**config.mk**
```make
export PLATFORM = sky130hd
export DESIGN_NAME = fbu_top
export DESIGN_NICKNAME = d
export VERILOG_FILES = /design/src/rtl/fbu_pkg.sv /design/src/rtl/fbu_regif.sv /design/src/rtl/fbu_base_dbuf.sv /design/src/rtl/fbu_irq_stat.sv /design/src/rtl/fbu_top.sv
export SDC_FILE = /design/constraint.sdc
export NUM_CORES = 1
export LEC_CHECK = 0
export CORE_MARGIN = 4
export CORE_UTILIZATION = 25
export CTS_BUF_LIST = sky130_fd_sc_hd__clkbuf_16
export CTS_CLUSTER_SIZE = 25
export DETAILED_ROUTE_END_ITERATION = 10
export GPL_TIMING_DRIVEN = 0
export MAX_ROUTING_LAYER = met4
export PLACE_DENSITY = 0.59
export SLEW_MARGIN = 0
export SYNTH_ARGS = -nofsm -noshare
export SYNTH_HDL_FRONTEND = slang
export SYNTH_SLANG_ARGS = --single-unit
```
**constraint.sdc**
```tcl
create_clock -name clk -period 1.7 [get_ports clk]
set_clock_uncertainty 0.05 [all_clocks]
set_input_delay 0.34 -clock clk [delete_from_list [all_inputs] [get_ports clk]]
set_output_delay 0.34 -clock clk [all_outputs]
set_load 0.05 [all_outputs]
```
**src/rtl/fbu_pkg.sv**
```systemverilog
package fbu_pkg;
  localparam int REG_AW = 3;
  localparam logic [REG_AW-1:0] OFS_BASE = 3'd0;
  localparam logic [REG_AW-1:0] OFS_IEN  = 3'd1;
  localparam logic [REG_AW-1:0] OFS_RAW  = 3'd2;
  localparam logic [REG_AW-1:0] OFS_MSK  = 3'd3;
  localparam logic [REG_AW-1:0] OFS_CLR  = 3'd4;
  localparam int SRC_HANDOVER = 0;
endpackage

```
**src/rtl/fbu_regif.sv**
```systemverilog
module fbu_regif #(
  parameter int DATA_W = 32,
  parameter int STAT_W = 4
) (
  input  logic                      clk,
  input  logic                      rst,
  input  logic                      wr_i,
  input  logic                      rd_i,
  input  logic [fbu_pkg::REG_AW-1:0] addr_i,
  input  logic [DATA_W-1:0]         active_i,
  input  logic [STAT_W-1:0]         raw_i,
  input  logic [STAT_W-1:0]         en_i,
  output logic                      base_we_o,
  output logic                      en_we_o,
  output logic                      clr_we_o,
  output logic [DATA_W-1:0]         rdata_o
);
  import fbu_pkg::*;

  localparam int PAD_W = DATA_W - STAT_W;

  logic [DATA_W-1:0] rd_mux;
  logic [DATA_W-1:0] rdata_q;

  assign base_we_o = wr_i && (addr_i == OFS_BASE);
  assign en_we_o   = wr_i && (addr_i == OFS_IEN);
  assign clr_we_o  = wr_i && (addr_i == OFS_CLR);

  always_comb begin
    case (addr_i)
      OFS_BASE: rd_mux = active_i;
      OFS_IEN:  rd_mux = {{PAD_W{1'b0}}, en_i};
      OFS_RAW:  rd_mux = {{PAD_W{1'b0}}, raw_i};
      OFS_MSK:  rd_mux = {{PAD_W{1'b0}}, raw_i & en_i};
      default:  rd_mux = '0;
    endcase
  end

  always_ff @(posedge clk) begin
    if (rst)       rdata_q <= '0;
    else if (rd_i) rdata_q <= rd_mux;
  end

  assign rdata_o = rdata_q;
endmodule

```
**src/rtl/fbu_base_dbuf.sv**
```systemverilog
module fbu_base_dbuf #(
  parameter int                DATA_W     = 32,
  parameter logic [DATA_W-1:0] RESET_BASE = '0
) (
  input  logic              clk,
  input  logic              rst,
  input  logic              we_i,
  input  logic [DATA_W-3:0] wdata_hi_i,
  input  logic              frame_start_i,
  output logic [DATA_W-1:0] active_o,
  output logic              pend_o,
  output logic              take_o
);
  logic [DATA_W-1:0] stage_q;
  logic [DATA_W-1:0] active_q;
  logic              pend_q;
  logic              take;

  assign take = frame_start_i && pend_q;

  always_ff @(posedge clk) begin
    if (rst) begin
      stage_q  <= '0;
      active_q <= RESET_BASE;
      pend_q   <= 1'b0;
    end else begin
      if (take)  active_q <= stage_q;
      if (we_i) begin
        stage_q <= {wdata_hi_i, 2'b00};
        pend_q  <= 1'b1;
      end else if (take) begin
        pend_q  <= 1'b0;
      end
    end
  end

  assign active_o = active_q;
  assign pend_o   = pend_q;
  assign take_o   = take;
endmodule

```
**src/rtl/fbu_irq_stat.sv**
```systemverilog
module fbu_irq_stat #(
  parameter int STAT_W = 4
) (
  input  logic              clk,
  input  logic              rst,
  input  logic [STAT_W-1:0] set_i,
  input  logic              en_we_i,
  input  logic              clr_we_i,
  input  logic [STAT_W-1:0] wdata_i,
  output logic [STAT_W-1:0] raw_o,
  output logic [STAT_W-1:0] en_o,
  output logic              irq_o
);
  logic [STAT_W-1:0] raw_q, raw_d;
  logic [STAT_W-1:0] en_q, en_d;
  logic [STAT_W-1:0] clr_mask;
  logic              irq_q;

  always_comb begin
    clr_mask = clr_we_i ? wdata_i : '0;
    raw_d    = (raw_q & ~clr_mask) | set_i;
    en_d     = en_we_i ? wdata_i : en_q;
  end

  always_ff @(posedge clk) begin
    if (rst) begin
      raw_q <= '0;
      en_q  <= '0;
      irq_q <= 1'b0;
    end else begin
      raw_q <= raw_d;
      en_q  <= en_d;
      irq_q <= |(raw_d & en_d);
    end
  end

  assign raw_o = raw_q;
  assign en_o  = en_q;
  assign irq_o = irq_q;
endmodule

```
**src/rtl/fbu_top.sv**
```systemverilog
module fbu_top #(
  parameter int                DATA_W     = 32,
  parameter int                STAT_W     = 4,
  parameter logic [DATA_W-1:0] RESET_BASE = '0
) (
  input  logic                       clk,
  input  logic                       rst,
  input  logic                       bus_wr_i,
  input  logic                       bus_rd_i,
  input  logic [fbu_pkg::REG_AW-1:0] bus_addr_i,
  input  logic [DATA_W-1:0]          bus_wdata_i,
  output logic [DATA_W-1:0]          bus_rdata_o,
  input  logic                       frame_start_i,
  output logic [DATA_W-1:0]          base_addr_o,
  output logic                       irq_o
);
  import fbu_pkg::*;

  logic              base_we, en_we, clr_we;
  logic              pend, take;
  logic [STAT_W-1:0] raw, en, set_vec;

  fbu_regif #(.DATA_W(DATA_W), .STAT_W(STAT_W)) regif_i (
    .clk(clk), .rst(rst), .wr_i(bus_wr_i), .rd_i(bus_rd_i), .addr_i(bus_addr_i),
    .active_i(base_addr_o), .raw_i(raw), .en_i(en),
    .base_we_o(base_we), .en_we_o(en_we), .clr_we_o(clr_we), .rdata_o(bus_rdata_o)
  );

  fbu_base_dbuf #(.DATA_W(DATA_W), .RESET_BASE(RESET_BASE)) dbuf_i (
    .clk(clk), .rst(rst), .we_i(base_we), .wdata_hi_i(bus_wdata_i[DATA_W-1:2]),
    .frame_start_i(frame_start_i), .active_o(base_addr_o), .pend_o(pend), .take_o(take)
  );

  always_comb begin
    set_vec = '0;
    set_vec[SRC_HANDOVER] = take;
  end

  fbu_irq_stat #(.STAT_W(STAT_W)) stat_i (
    .clk(clk), .rst(rst), .set_i(set_vec), .en_we_i(en_we), .clr_we_i(clr_we),
    .wdata_i(bus_wdata_i[STAT_W-1:0]), .raw_o(raw), .en_o(en), .irq_o(irq_o)
  );
endmodule

```
==> results.sh <==
export IMPL_grt_max_degree=18
export IMPL_syn2layout_area_growth_pct=40.79
export IMPL_postSynthAreaPerCell_um2=8.251
export IMPL_power_per_cell_area_nw_per_um2=938.7
export IMPL_dr_pass1_iters=4
export IMPL_synth_seq_cells=102
export IMPL_wl_met1_mm=4.997
export IMPL_finalPower_mw=4.917
export IMPL_cts_max_level=3
export IMPL_synth_top_family_by_area="simple AND/OR/NAND/NOR gates"
export IMPL_reg2regPathDepth=5
export IMPL_grt_use_total_pct=13.44
export IMPL_status="complete, no violations"
export IMPL_cts_root_buf="clkbuf_16"
export IMPL_path_depth=1
export IMPL_crit_end="base_addr_o[3]"
export IMPL_critPathMaxFanout=3
export IMPL_synthCells=451
export IMPL_grt_pass1_vias=3357
export IMPL_finalCriticalPeriod_ns=1.669
export IMPL_path_class="reg -> out"
export IMPL_rrSetupSlack_ns=0.37
export IMPL_die_x_um=130
export IMPL_p_leak_nw=2.134
export IMPL_hpwl_mm=8.279
export IMPL_drcViolationCount=0
export IMPL_arrival_ns=1.28
export IMPL_post_route_period_util_pct=98.17
export IMPL_r2r_end="dbuf_i.active_o[25]$_SDFFE_PP0P_"
export IMPL_initial_utilization_pct=25.60
export IMPL_synthSimpleGateAreaFrac_pct=24.65
export IMPL_synth_xor_area_share_pct=0
export IMPL_coreArea_um2=14530
export IMPL_highest_layer="met4"
export IMPL_place_gp_congestion=0.7616
export IMPL_peakVddDrop_uv=457.7
export IMPL_path_buf_inv=1
export IMPL_numPortBuffers=101
export IMPL_synth_mux_area_share_pct=1.177
export IMPL_drt_total_wl_mm=10.89
export IMPL_num_nets_final=606
export IMPL_wl_per_cell_um=14.43
export IMPL_worstPathCellList="dlygate4sd2_1"
export IMPL_diodes=0
export IMPL_rsz0062_at_grt="no"
export IMPL_dr_wl_met2_mm=5.162
export IMPL_timing_hold_ws_ns=0.3497
export IMPL_cts_tree="yes"
export IMPL_hold_buffers=0
export IMPL_cts_buffers=9
export IMPL_crit_reg2reg_launch="dbuf_i.pend_o$_SDFFE_PP0P_"
export IMPL_rows=44
export IMPL_dieArea_um2=16900
export IMPL_endpoint_kind="output pin"
export IMPL_drive_gt1_share_pct=8.056
export IMPL_final_max_slew_viol_count=0
export IMPL_fmax_ghz=0.5992
export IMPL_cpMaxStageDelayCell="dlygate4sd2_1"
export IMPL_grt_pass1_wl_mm=17.08
export IMPL_num_io_pins=105
export IMPL_setup_viol=0
export IMPL_synth_cell_area_um2=3721
export IMPL_regArea_um2=2042
export IMPL_vias=3372
export IMPL_cp_startpoint="dbuf_i.active_o[3]$_SDFFE_PP0P_"
export IMPL_met3_length_um=493
export IMPL_min_delay_path_class="in -> reg"
export IMPL_slowest_delay_ns=0.55
export IMPL_slew_headroom_pct=59.02
export IMPL_drtAntennaViolNets=0
export IMPL_antenna_found_initial=0
export IMPL_tightest_slew_ns=0.6147
export IMPL_fillerInstances=1542
export IMPL_vias_per_cell=4.466
export IMPL_synth_distinct_cells=33
export IMPL_hold_viol_final=0
export IMPL_grt_overflow_total=0
export IMPL_cp_start_kind="flop"
export IMPL_multi_input_area_um2=1529
export IMPL_dr_first_iter_drc_count=131
export IMPL_synthAdderAreaFrac_pct=0
export IMPL_cts_buffer_depth=2
export IMPL_clk_pin_slew_ns=0.07
export IMPL_cp_top_family="buffers and inverters"
export IMPL_synth_compound_area_share_pct=14.90
export IMPL_yosysSeqAreaShare_pct=54.88
export IMPL_clkLatencyLatePin_ns=0.35
export IMPL_required_ns=1.31
export IMPL_die_y_um=130
export IMPL_cts_sinks=102
export IMPL_synth_warnings=0
export IMPL_maxCapViolCount=0
==> placed cells by master (no fill, tap or decap), types with 3 or more instances in the layout <==
| cell type | instances |
|---|---|
| dfxtp_1 | 102 |
| buf_4 | 4 |
| clkbuf_16 | 9 |
| nor2b_1 | 29 |
| clkdlybuf4s15_1 | 7 |
| a21oi_1 | 94 |
| mux2_2 | 3 |
| dlygate4sd2_1 | 56 |
| clkdlybuf4s50_1 | 34 |
| clkbuf_1 | 17 |
| nand2_1 | 125 |
| and2b_2 | 3 |
| inv_1 | 4 |
| buf_2 | 5 |
| nand2b_1 | 5 |
| nor2_1 | 33 |
| clkbuf_2 | 7 |
==> Yosys cell counts (all sizes together) <==
cell	n	area, µm²
a21boi	1	7.510
a21oi	94	470.5
a31oi	1	6.260
a32oi	1	8.760
and2	1	6.260
and2b	3	26.28
and3	1	6.260
and4bb	2	28.78
buf	9	62.55
clkbuf	22	82.58
conb	1	3.750
dfxtp	102	2042
inv	4	15.01
mux2	3	33.78
mux2i	1	10.01
nand2	125	469.2
nand2b	6	40.04
nand3	2	10.01
nor2	33	123.9
nor2b	29	181.4
nor3	2	15.01
o21ba	1	10.01
o21bai	1	7.510
o221a	1	11.26
o221ai	2	17.52
o22ai	1	6.260
o311ai	1	8.760
or4b	1	10.01
==> per-stage QoR <==
stage          setup TNS (ns)  instances  util [%]  cell area [µm²]  worst slack [ns]
2_1_floorplan               0        452         -             3725            0.2428
6_report                    0        755     36.05             5239           0.03112
5_1_grt                     0        755     36.05             5239         0.0004685
3_3_place_gp           -33.94        737     34.17             4966           -0.6824
3_5_place_dp           -35.76        737     34.17             4966           -0.7030
4_1_cts                     0        754     35.93             5223          0.004671
==> power by group <==
part	internal (mW)	total (mW)	switching [mW]
logic	0.123	0.281	0.157
registers	2.41	2.42	0.0104
clock network	1.30	2.22	0.922
total	3.83	4.92	1.09
==> cell families (layout without fill, tap and decap cells) <==
kind of cell	Yosys count	in the layout
AO/OA/AOI/OAI	104	104
multiplexers	4	4
other	1	2
AND/OR/NAND/NOR	205	205
flip-flops	102	102
buffers and inverters	35	154
==> state kept, by name (all words and copies together) (netlist names) <==
name,count
regif_i.rdata_o,32
dbuf_i.active_o,30
dbuf_i.stage_q,30
stat_i.en_o,4
stat_i.raw_o,4
dbuf_i.pend_o,1
stat_i.irq_o,1
==> worst min path at each step <==
stage	endpoint	start	cells past startpoint	slack, ns
6_report	stat_i.en_o[2]$_SDFF_PP0_	rst	2	0.35
5_1_grt	regif_i.rdata_o[2]$_SDFFE_PP0P_	bus_addr_i[2]	3	0.39
4_1_cts	stat_i.en_o[2]$_SDFF_PP0_	rst	2	0.35
3_5_place_dp	stat_i.raw_o[3]$_SDFF_PP0_	stat_i.raw_o[3]$_SDFF_PP0_	2	0.39
3_3_place_gp	stat_i.raw_o[3]$_SDFF_PP0_	stat_i.raw_o[3]$_SDFF_PP0_	2	0.39
2_1_floorplan	stat_i.raw_o[3]$_SDFF_PP0_	stat_i.raw_o[3]$_SDFF_PP0_	2	0.37
==> area by class of cell <==
class / instances / share of cell area, %
multi-input cells: 315 / 29.19
plain buffers: 31 / 2.890
clock buffers: 9 / 4.299
clock inverters: 7 / 1.815
flip-flops and latches: 102 / 38.98
repair buffers: 103 / 18.15
inverters: 4 / 0.2866
well taps: 184 / 4.395
==> routing by layer <==
| metal | global-route usage (%) | vias up |
|---|---|---|
| li1 | - | 1700 |
| met1 | 16.08 | 1569 |
| met2 | 22.23 | 89 |
| met3 | 2.456 | 14 |
| met4 | 5.746 | 0 |
| met5 | - | - |
==> timing repair <==
item	4_1_cts	5_1_grt
resized for setup	69	18
pin swaps	2	1
buffers inserted	1	1
endpoints found under the setup margin	103	46
No activity file was read; power rests on OpenSTA's default activity.
